<file path="src/rtl/la_cmd_pkg.sv">
package la_cmd_pkg;

  localparam int BYTE_W   = 8;
  localparam int ID_LEN   = 4;
  localparam int ID_IDX_W = $clog2(ID_LEN);

  localparam logic [BYTE_W-1:0] OP_RESET = 8'h00;
  localparam logic [BYTE_W-1:0] OP_ARM   = 8'h01;
  localparam logic [BYTE_W-1:0] OP_IDENT = 8'h02;
  localparam logic [BYTE_W-1:0] OP_DIV   = 8'h80;
  localparam logic [BYTE_W-1:0] OP_READ  = 8'h81;
  localparam logic [BYTE_W-1:0] OP_FLAGS = 8'h82;
  localparam logic [BYTE_W-1:0] OP_DELAY = 8'h83;

  // control-to-datapath strobes for one accepted byte
  typedef struct packed {
    logic latchOp;   // byte is a long opcode
    logic shiftArg;  // byte is an argument byte
    logic commit;    // byte is the last argument byte
  } ctrl_strobe_t;

  function automatic logic [BYTE_W-1:0] idByte(input logic [ID_IDX_W-1:0] idx);
    case (idx)
      2'd0:    return 8'h31;
      2'd1:    return 8'h53;
      2'd2:    return 8'h4C;
      default: return 8'h4F;
    endcase
  endfunction

endpackage

</file>
<file path="src/rtl/la_cmd_ctrl.sv">
module la_cmd_ctrl
  import la_cmd_pkg::*;
#(
  parameter int ARG_BYTES = 4
) (
  input  logic                clk,
  input  logic                rst,
  input  logic                rxValid,
  input  logic [BYTE_W-1:0]   rxData,
  output logic                rxReady,
  output logic                txValid,
  input  logic                txReady,
  output logic [ID_IDX_W-1:0] replyIdx,
  output ctrl_strobe_t        stb,
  output logic                armPulse,
  output logic                resetPulse
);

  localparam int IDX_W = (ARG_BYTES > 1) ? $clog2(ARG_BYTES) : 1;
  localparam logic [IDX_W-1:0] LAST_ARG = IDX_W'(ARG_BYTES - 1);

  logic             inLong;
  logic [IDX_W-1:0] argIdx;
  logic             replyActive;
  logic             accept;
  logic             takeOp;
  logic             txFire;

  assign rxReady = !replyActive;
  assign txValid = replyActive;
  assign accept  = rxValid && rxReady;
  assign takeOp  = accept && !inLong;
  assign txFire  = replyActive && txReady;

  always_comb begin
    stb.latchOp  = takeOp && rxData[BYTE_W-1];
    stb.shiftArg = accept && inLong;
    stb.commit   = accept && inLong && (argIdx == LAST_ARG);
  end

  // argument position tracking
  always_ff @(posedge clk) begin
    if (rst) begin
      inLong <= 1'b0;
      argIdx <= '0;
    end else if (stb.latchOp) begin
      inLong <= 1'b1;
      argIdx <= '0;
    end else if (stb.shiftArg) begin
      if (argIdx == LAST_ARG) inLong <= 1'b0;
      argIdx <= argIdx + 1'b1;
    end
  end

  // short command strobes
  always_ff @(posedge clk) begin
    if (rst) begin
      armPulse   <= 1'b0;
      resetPulse <= 1'b0;
    end else begin
      armPulse   <= takeOp && (rxData == OP_ARM);
      resetPulse <= takeOp && (rxData == OP_RESET);
    end
  end

  // identification reply sequencer
  always_ff @(posedge clk) begin
    if (rst) begin
      replyActive <= 1'b0;
      replyIdx    <= '0;
    end else if (takeOp && (rxData == OP_IDENT)) begin
      replyActive <= 1'b1;
      replyIdx    <= '0;
    end else if (txFire) begin
      if (replyIdx == ID_IDX_W'(ID_LEN - 1)) replyActive <= 1'b0;
      replyIdx <= replyIdx + 1'b1;
    end
  end

endmodule

</file>
<file path="src/rtl/la_cmd_dpath.sv">
module la_cmd_dpath
  import la_cmd_pkg::*;
#(
  parameter int ARG_BYTES = 4,
  parameter int DIV_W     = 24,
  parameter int CNT_W     = 32,
  parameter int FLAG_W    = 16
) (
  input  logic                clk,
  input  logic                rst,
  input  logic [BYTE_W-1:0]   rxData,
  input  ctrl_strobe_t        stb,
  input  logic [ID_IDX_W-1:0] replyIdx,
  output logic [BYTE_W-1:0]   txData,
  output logic [DIV_W-1:0]    divider,
  output logic [CNT_W-1:0]    readCount,
  output logic [CNT_W-1:0]    delayCount,
  output logic [FLAG_W-1:0]   flags
);

  localparam int ARG_W   = ARG_BYTES * BYTE_W;
  localparam int SHIFT_W = ARG_W - BYTE_W;

  logic [BYTE_W-1:0]  opReg;
  logic [SHIFT_W-1:0] argShift;
  logic [ARG_W-1:0]   argFull;

  assign argFull = {rxData, argShift};
  assign txData  = idByte(replyIdx);

  always_ff @(posedge clk) begin
    if (rst)              opReg <= '0;
    else if (stb.latchOp) opReg <= rxData;
  end

  // bytes arrive least significant first: shift in from the top
  generate
    if (ARG_BYTES > 2) begin : g_multi_lane
      always_ff @(posedge clk) begin
        if (rst)               argShift <= '0;
        else if (stb.shiftArg) argShift <= {rxData, argShift[SHIFT_W-1:BYTE_W]};
      end
    end else begin : g_single_lane
      always_ff @(posedge clk) begin
        if (rst)               argShift <= '0;
        else if (stb.shiftArg) argShift <= rxData;
      end
    end
  endgenerate

  always_ff @(posedge clk) begin
    if (rst) begin
      divider    <= '0;
      readCount  <= '0;
      delayCount <= '0;
      flags      <= '0;
    end else if (stb.commit) begin
      case (opReg)
        OP_DIV:   divider    <= argFull[DIV_W-1:0];
        OP_READ:  readCount  <= argFull[CNT_W-1:0];
        OP_DELAY: delayCount <= argFull[CNT_W-1:0];
        OP_FLAGS: flags      <= argFull[FLAG_W-1:0];
        default:  ;
      endcase
    end
  end

endmodule

</file>
<file path="src/rtl/la_cmd_decoder.sv">
module la_cmd_decoder
  import la_cmd_pkg::*;
#(
  parameter int ARG_BYTES = 4,
  parameter int DIV_W     = 24,
  parameter int CNT_W     = 32,
  parameter int FLAG_W    = 16
) (
  input  logic              clk,
  input  logic              rst,
  input  logic              rxValid,
  input  logic [7:0]        rxData,
  output logic              rxReady,
  output logic              txValid,
  output logic [7:0]        txData,
  input  logic              txReady,
  output logic              armPulse,
  output logic              resetPulse,
  output logic [DIV_W-1:0]  divider,
  output logic [CNT_W-1:0]  readCount,
  output logic [CNT_W-1:0]  delayCount,
  output logic [FLAG_W-1:0] flags
);

  ctrl_strobe_t        stb;
  logic [ID_IDX_W-1:0] replyIdx;

  la_cmd_ctrl #(.ARG_BYTES(ARG_BYTES)) u_ctrl (
    .clk        (clk),
    .rst        (rst),
    .rxValid    (rxValid),
    .rxData     (rxData),
    .rxReady    (rxReady),
    .txValid    (txValid),
    .txReady    (txReady),
    .replyIdx   (replyIdx),
    .stb        (stb),
    .armPulse   (armPulse),
    .resetPulse (resetPulse)
  );

  la_cmd_dpath #(
    .ARG_BYTES (ARG_BYTES),
    .DIV_W     (DIV_W),
    .CNT_W     (CNT_W),
    .FLAG_W    (FLAG_W)
  ) u_dpath (
    .clk        (clk),
    .rst        (rst),
    .rxData     (rxData),
    .stb        (stb),
    .replyIdx   (replyIdx),
    .txData     (txData),
    .divider    (divider),
    .readCount  (readCount),
    .delayCount (delayCount),
    .flags      (flags)
  );

endmodule

</file>
<file path="config.mk">
export PLATFORM = sky130hd
export DESIGN_NAME = la_cmd_decoder
export DESIGN_NICKNAME = d
export VERILOG_FILES = /design/src/rtl/la_cmd_pkg.sv /design/src/rtl/la_cmd_ctrl.sv /design/src/rtl/la_cmd_dpath.sv /design/src/rtl/la_cmd_decoder.sv
export SDC_FILE = /design/constraint.sdc
export NUM_CORES = 1
export LEC_CHECK = 0
export ABC_AREA = 1
export CAP_MARGIN = 10
export CORE_UTILIZATION = 51
export CTS_CLUSTER_DIAMETER = 50
export DETAILED_ROUTE_END_ITERATION = 16
export GPL_ROUTABILITY_DRIVEN = 0
export PLACE_DENSITY = 0.8
export SYNTH_ARGS = -nofsm -noshare
export SYNTH_HDL_FRONTEND = slang
export SYNTH_SLANG_ARGS = --single-unit
</file>
<file path="constraint.sdc">
create_clock -name clk -period 2 [get_ports clk]
set_clock_uncertainty 0.2 [all_clocks]
set_input_delay 0.2 -clock clk [delete_from_list [all_inputs] [get_ports clk]]
set_output_delay 0.2 -clock clk [all_outputs]
set_load 0.03 [all_outputs]
</file>
Word-level counts from Yosys, hierarchy flattened. Cells that the tools add are included.

Flip-flop bits (word level): 144. Bits of input ports: 12. Output and inout bits: 116. Word-level logic and storage cells: 56.

Add/subtract/negate cells: 2. Equality and inequality tests: 10. Muxes and demuxes: 7. Reduce and logical (&&, ||, !) cells: 25.

Operator list (number): $eq 8x8->1 const B (4); $pmux 7 s3 (1); $reduce_and 2->1 (6); $logic_and 1x1->1 (9); $eq 8x1->1 const B (1); $eq 8x2->1 const B (1); $logic_not 8->1 (1); $reduce_bool 2->1 (4); $eq 2x2->1 const B (3); $mux 1 (6); $add 2x1->2 const B (2); $reduce_or 2->1 (2); $eq 2x1->1 const B (1); $logic_not 1->1 (2); $logic_not 2->1 (1).

Depth between registers and ports, before layout. Gate-level depths: netlist of the first run.

Depth in word-level cells: 6. Depth in mapped cells: 8. Depth with buffers taken out: 7.

Hierarchy. Synthesis of the first run repeated with hierarchy kept, for this count alone.

Cell total of the unflattened synthesis: 1004. Area total of the unflattened synthesis: 6697.7 um^2.

Modules (own cells, without submodules): la_cmd_dpath (instances 1, cells an instance 945, area an instance 6257.3 um^2, sequential area each 2722.6 um^2); la_cmd_ctrl (instances 1, cells an instance 59, area an instance 440.4 um^2, sequential area each 160.2 um^2).

Worst setup path before layout of the first run. Ideal clock, no wire load.

Path type: register to register. From: register u_ctrl.replyActive (netlist: u_ctrl.txValid). To: register u_dpath.delayCount[3]. Library setup time: 0.115 ns. Data arrival time: 1.431 ns. Required time: 1.685 ns. Slack: 0.254 ns. Stages on the path, launching flop included: 8. Buffers on the path: 2. Clock period less this slack: 1.746 ns. Path through: dfxtp_1 -> inv_2 -> nand3_2 -> nor2_4 -> buf_6 -> buf_2 -> a21oi_1 -> nor2_1.

Word-level cells in the longest chain between the ends: 5.

Ends and longest elaborated chain: start: declaration (line la_cmd_ctrl.sv:24) `logic replyActive;`; start signal: assignment (line la_cmd_ctrl.sv:69) `replyActive <= 1'b0;`; start signal: assignment (line la_cmd_ctrl.sv:72) `replyActive <= 1'b1;`; start signal: assignment (line la_cmd_ctrl.sv:75) `if (replyIdx == ID_IDX_W'(ID_LEN - 1)) replyActive <= 1'b0;`; $logic_not 1->1 (line la_cmd_ctrl.sv:29) `assign rxReady = !replyActive;`; named net rxReady (line la_cmd_decoder.sv:13) `output logic rxReady,`; $logic_and 1x1->1 (line la_cmd_ctrl.sv:31) `assign accept = rxValid && rxReady;`; $logic_and 1x1->1 (2 in a row) (line la_cmd_ctrl.sv:38) `stb.commit = accept && inLong && (argIdx == LAST_ARG);`; $reduce_and 2->1 (no line); end signal: assignment (line la_cmd_dpath.sv:61) `OP_DELAY: delayCount <= argFull[CNT_W-1:0];`; end: declaration (line la_cmd_dpath.sv:17) `output logic [CNT_W-1:0] delayCount,`.

The timed path passes the listed nets, and every way through them passes these cells. A chain may end at the register's enable or synchronous reset.

Final worst setup path of the first run.
From: register u_ctrl.replyActive (netlist: u_ctrl.txValid). To: output port rxReady.

Word-level cells in the longest chain between the ends: 1.

Ends and longest elaborated chain (line): $logic_not 1->1 (la_cmd_ctrl.sv:29); end: declaration (la_cmd_decoder.sv:13).

No other way between the ends.

==> impl_metrics.py, run 1 <==
metrics = {
    "worst_setup_path": {
        "r2r_cells": 8,
        "rr_startpoint": "u_dpath.opReg[7]$_SDFFE_PP0P_",
        "cp_data_arrival_time_ns": 1.54,
        "crit_path_end_kind": "output pin",
        "path_max_fanout": 7,
        "timing.rr.end": "u_dpath.delayCount[11]$_SDFFE_PP0P_",
        "required_ns": 1.60,
        "rrSetupSlack_ns": 0.21,
        "path_class": "register to output pin",
        "start_kind": "register",
    },
    "clocking": {
        "cts_hold_buf": 0,
        "cts.sinks": 144,
        "cts_buffer_depth": 2,
        "clock_latency_ns": 0.41,
        "cts_made_buffers": 17,
        "cts_root_buf": "clkbuf_16",
        "h-tree-depth": 4,
        "cts_setup_buffers": 0,
        "cts.repair.resized": 20,
        "cts_tree": "done",
        "path_clk_slew_ns": 0.06,
    },
    "global_routing": {
        "antenna_found_initial": 0,
        "grt_pass1_vias": 4851,
        "overflow": 0,
        "grt_pass1_wl_um": 23830,
        "grt_max_degree": 65,
        "grt.total_usage_pct": 25.98,
    },
    "sta": {
        "setup_viol": 0,
        "final-max-slew-violation-count": 0,
        "period_share_pct": 96.77,
        "hold_viol": 0,
        "period_minus_slack_ns": 1.935,
        "rsz0062_at_grt": "false",
        "finalWorstSetupSlack_ns": 0.06468,
        "fmax_mhz": 516.7,
        "tns_ns": 0,
        "hold-worst-slack_ns": 0.2717,
    },
    "detailed_routing": {
        "vias": 5529,
        "routed_wl_um": 14940,
        "first_iter_violations": 411,
        "ant_nets": 0,
        "route.detailed.drc": 0,
        "avgRoutedWirePerCell_um": 13.89,
        "dr.pass1.iters": 5,
        "via_per_inst": 5.138,
    },
    "yosys": {
        "syn_area_sq_um": 5882,
        "syn_nets": 835,
        "ys_ff_latch": 144,
        "synthesis.instances": 816,
        "seq_area_frac_synth_pct": 49.01,
        "ys_warn_count": 0,
        "ys_types": 21,
        "syn_avg_cell_area_sq_um": 7.208,
    },
    "pwr": {
        "ir_drop_uv": 551.4,
        "leakage_nw": 3.044,
        "power_mw": 6.283,
        "p_per_area_nw_per_um2": 800.9,
    },
    "finish": {
        "drive_gt1_share_pct": 7.479,
        "n_antenna_cell": 0,
        "final_nets": 942,
        "syn2layout_area_growth_pct": 33.38,
    },
    "outcome": {
        "status": "complete, no violations",
    },
    "floorplan": {
        "dieArea_sq_um": 11970,
        "die_h_um": 109.4,
        "start_util_pct": 53.32,
        "rows": 38,
        "core-area_sq_um": 11030,
        "die_x_um": 109.4,
        "ios": 128,
    },
    "run": {
        "cap_violations": 0,
    },
    "hold_path": {
        "hp-class": "input pin to register",
        "hold_start": "rst",
        "hold_path_end": "u_ctrl.inLong$_SDFFE_PP0P_",
        "min_path_cells": 2,
    },
    "place": {
        "post-place-ws_ns": 0.008954,
        "io_buffers": 126,
        "hpwlAfterDp_um": 9602,
    },
}
## worst max path at each step
stage | slack [ns] | cells after the start | startpoint | endpoint
2_1_floorplan | 0.25 | 7 | u_ctrl.txValid$_SDFFE_PP0P_ | u_dpath.delayCount[3]$_SDFFE_PP0P_
5_1_grt | 0.01 | 2 | u_ctrl.txValid$_SDFFE_PP0P_ | rxReady
3_3_place_gp | 0.03 | 8 | rxValid | u_dpath.readCount[3]$_SDFFE_PP0P_
6_report | 0.06 | 2 | u_ctrl.txValid$_SDFFE_PP0P_ | rxReady
4_1_cts | -0.02 | 4 | u_ctrl.replyIdx[1]$_SDFFE_PP0P_ | txData[1]
3_5_place_dp | 0.009 | 8 | rxValid | u_dpath.readCount[11]$_SDFFE_PP0P_
## sequential cells by signal (all words and copies together) (netlist names)
signal              flops
u_dpath.readCount      32
u_dpath.flags          16
u_ctrl.armPulse         1
u_ctrl.inLong           1
u_dpath.divider        24
u_ctrl.replyIdx         2
u_dpath.delayCount     32
u_ctrl.resetPulse       1
u_dpath.opReg           8
u_dpath.argShift       24
u_ctrl.txValid          1
u_ctrl.argIdx           2
## critical path, stage by stage, from the launching register on
cell	delay, ns
dfxtp_1	0.37
inv_2	0.08
clkdlybuf4s50_1	0.66
## metrics by stage
stage	util (%)	area, sq um	std cells
2_1_floorplan	-	5882	816
3_3_place_gp	66.25	7308	1044
3_5_place_dp	66.25	7308	1044
4_1_cts	71.21	7855	1076
5_1_grt	71.12	7845	1076
6_report	71.12	7845	1076
## cells in the mapped netlist (all sizes together)
library cell,instances,area [sq um]
a21oi,84,420.4
buf,51,274.0
clkbuf,8,30.03
conb,1,3.750
dfxtp,144,2883
ha,7,87.58
inv,51,191.4
nand2,132,495.5
nand3,109,550.5
nor2,190,740.7
nor3,4,20.02
o21ai,31,155.2
or2,2,12.51
xor2,2,17.52
## layer usage
metal | global-route usage (%) | wire length, um | vias to the layer above
met5 | 0 | 0 | -
met1 | 33.47 | 6530 | 2495
li1 | - | - | 2812
met2 | 42.54 | 7090 | 201
met3 | 5.276 | 1041 | 21
met4 | 10.57 | 279 | 0
## layout by cell type (no fill, tap or decap)
cell	netlist	layout
nor2_2	2	3
a21oi_1	84	84
buf_12	0	10
clkbuf_1	8	2
inv_2	2	2
bufinv_16	0	1
buf_2	27	3
buf_4	7	11
clkdlybuf4s50_1	0	118
nand3_1	108	108
xor2_1	2	2
o21ai_0	31	31
dfxtp_2	0	2
clkinvlp_4	0	4
nor2_4	3	4
nor2_1	185	183
clkbuf_2	0	1
clkinv_2	0	2
nand3_2	1	1
clkbuf_16	0	17
clkinv_4	0	1
or2_2	2	2
dlygate4sd2_1	0	4
conb_1	1	1
nand2_1	132	132
ha_1	7	7
nor3_1	4	4
inv_1	49	48
inv_6	0	6
dfxtp_1	144	142
## cell type report
type / count / area (sq um)
clock buffer: 19 / 432.9
clock inverter: 13 / 126.4
fill: 895 / 3186
inverter: 51 / 192.7
multi-input combinational: 562 / 2514
sequential: 144 / 2885
tap: 140 / 175.2
timing repair buffer: 147 / 1519
## power by group
| group | internal (mW) | total, mW | switching, mW |
|---|---|---|---|
| logic | 0.108 | 0.345 | 0.237 |
| registers | 2.91 | 2.93 | 0.0214 |
| clock network | 1.73 | 3.01 | 1.28 |
## kinds of logic (layout without fill, tap and decap cells)
logic type / count (synthesis) / count (layout) / synth area share, %
AO/OA/AOI/OAI: 115 / 115 / 9.785
XOR/XNOR: 2 / 2 / 0.2979
adder cells (fa/ha/maj): 7 / 7 / 1.489
buffers and inverters: 110 / 230 / 8.424
flip-flops: 144 / 144 / 49.01
other: 1 / 1 / 0.06376
AND/OR/NAND/NOR: 437 / 437 / 30.93
Note: power is estimated with default switching activity, not from simulation.
==> run 2: changes to the inputs <==
--- a/config.mk
+++ b/config.mk
@@ -7,11 +7,13 @@
 export LEC_CHECK = 0
 export ABC_AREA = 1
 export CAP_MARGIN = 10
-export CORE_UTILIZATION = 51
+export CORE_ASPECT_RATIO = 0.75
+export CORE_UTILIZATION = 46
 export CTS_CLUSTER_DIAMETER = 50
+export CTS_CLUSTER_SIZE = 25
 export DETAILED_ROUTE_END_ITERATION = 16
 export GPL_ROUTABILITY_DRIVEN = 0
-export PLACE_DENSITY = 0.8
+export PLACE_DENSITY = 0.74
 export SYNTH_ARGS = -nofsm -noshare
 export SYNTH_HDL_FRONTEND = slang
 export SYNTH_SLANG_ARGS = --single-unit
==> run 2 against run 1 <==
Effect of this change: first-iteration DRC count is 27% higher; critical path type unchanged; final cell count increased by 3.0%; highest routed layer unchanged; register-to-register slack improved by 0.07 ns; die area is 11% higher; largest cell class unchanged.
==> impl_metrics.py, run 2 (synthesis results as in run 1) <==
metrics = {
    "finish": {
        "utilization_pct": 64.43,
        "final_nets": 948,
        "n_antenna_cell": 0,
        "syn2layout_area_growth_pct": 35.76,
        "reg_top3": "u_dpath.delayCount (32), u_dpath.readCount (32)",
        "drive_gt1_share_pct": 7.962,
        "final_common_cell": "nor2_1",
        "layout_common_cells": "nor2_1, dfxtp_1, nand2_1, clkdlybuf4s50_1, nand3_1",
    },
    "global_routing": {
        "grt.total_usage_pct": 23.90,
        "grt_pass1_vias": 4950,
        "antenna_found_initial": 0,
        "grt_pass1_wl_um": 24840,
        "grt_max_degree": 54,
        "overflow": 0,
    },
    "clocking": {
        "cts_tree": "done",
        "cts.sinks": 144,
        "cts_hold_buf": 0,
        "cts_buffer_depth": 2,
        "cts_made_buffers": 17,
        "h-tree-depth": 4,
        "path_clk_slew_ns": 0.06,
        "cts_root_buf": "clkbuf_16",
        "clock_latency_ns": 0.42,
    },
    "floorplan": {
        "ios": 128,
        "die_x_um": 132.6,
        "dieArea_sq_um": 13250,
        "core-area_sq_um": 12390,
        "start_util_pct": 47.46,
        "die_h_um": 99.93,
        "rows": 35,
    },
    "worst_setup_path": {
        "path_max_fanout": 4,
        "critical_path_buf_inv_count": 2,
        "slowest_stage": "dfxtp_2",
        "crit_path_end_kind": "output pin",
        "required_ns": 1.60,
        "critPathTopFamily": "flip-flops",
        "cp_data_arrival_time_ns": 1.53,
        "start_kind": "register",
        "worstPathCellList": "inv_1 > ha_1 > or2_2 > buf_2",
        "max_stage_delay_ns": 0.36,
        "path_class": "register to output pin",
    },
    "detailed_routing": {
        "ant_nets": 0,
        "route.detailed.drc": 0,
        "first_iter_violations": 521,
        "via_per_inst": 5.042,
        "vias": 5587,
        "dr.pass1.iters": 5,
        "routed_wl_um": 15380,
        "avgRoutedWirePerCell_um": 13.88,
    },
    "pwr": {
        "p_per_area_nw_per_um2": 806.0,
        "leakage_nw": 3.106,
        "ir_drop_uv": 711.8,
    },
    "sta": {
        "period_minus_slack_ns": 1.925,
        "fmax_mhz": 519.4,
        "setup_viol": 0,
        "tns_ns": 0,
        "period_share_pct": 96.26,
        "hold_viol": 0,
        "rsz0062_at_grt": "false",
        "final-max-slew-violation-count": 0,
    },
    "run": {
        "cap_violations": 0,
    },
    "outcome": {
        "status": "complete, no violations",
    },
    "place": {
        "io_buffers": 126,
        "hpwlAfterDp_um": 10030,
    },
    "hold_path": {
        "hp-class": "input pin to register",
    },
}
## run 2: changes by cell type in the layout (fill, tap and decap cells not counted), sizes merged
cell and change:
clkdlybuf4s50 -1, clkinv +1, bufinv +1, clkbuf +5, buf +6, inv -5, dlymetal6s2s +1, clkinvlp -2
## run 2: final timing paths
| kind | startpoint | endpoint | slack (ns) | cells after the start |
|---|---|---|---|---|
| max | u_ctrl.replyIdx[0]$_SDFFE_PP0P_ | txData[2] | 0.07 | 4 |
| min | rst | u_ctrl.inLong$_SDFFE_PP0P_ | 0.26 | 2 |
| max reg2reg | u_dpath.opReg[2]$_SDFFE_PP0P_ | u_dpath.delayCount[12]$_SDFFE_PP0P_ | 0.28 | 7 |
| min reg2reg | u_ctrl.argIdx[1]$_SDFFE_PP0P_ | u_ctrl.argIdx[1]$_SDFFE_PP0P_ | 0.27 | 2 |
## run 2: what timing repair did
| action | 4_1_cts | 5_1_grt |
|---|---|---|
| endpoints found under the setup margin | 8 | 3 |
| buffers inserted | 0 | 0 |
| gates resized for setup | 20 | 5 |
| gates cloned | 0 | 0 |
| pin swaps | 0 | 0 |
## run 2: through the flow
stage                     worst slack, ns  cell area, sq um  power, mW  cells  hold slack [ns]
after floorplan                    0.2535              5882      3.214    816          0.06907
after global placement            0.06947              7411      3.330   1076           0.2560
after detailed placement          0.02148              7411      3.335   1076           0.2664
after CTS                        -0.04155              7993      6.462   1108           0.2475
after global routing             0.009600              7985      6.649   1108           0.2753
final                             0.07480              7985      6.436   1108           0.2582
## run 2: layout make-up
| type | count | area, sq um |
|---|---|---|
| Inverter | 51 | 192.7 |
| Clock inverter | 8 | 102.6 |
| Clock buffer | 24 | 491.7 |
| Fill cell | 1096 | 4408 |
| Timing Repair Buffer | 153 | 1592 |
| Multi-Input combinational cell | 562 | 2514 |
| Tap cell | 166 | 207.7 |
| Sequential cell | 144 | 2885 |
## run 2: metal layers
layer  share of wire, %  GRT usage [%]  vias up
met2                 44          36.96      204
li1                   -              -     2828
met4               0.95          8.488        0
met3                7.3          4.949       14
met5                  0              0        -
met1                 48          33.17     2541
## run 2: worst register-to-register path, stage by stage (launching register included)
cell and delay (ns):
dfxtp_1 0.32, nor2_1 0.27, nand2_1 0.14, nor2_4 0.16, buf_4 0.29, nand3_1 0.11, nand2_1 0.08, nor2_1 0.05
## run 2: power by group
group	switching (mW)	internal [mW]	total [mW]	leakage [nW]
clock network	1.18	1.97	3.16	0.287
registers	0.0234	2.91	2.93	1.16
logic	0.236	0.112	0.348	1.65
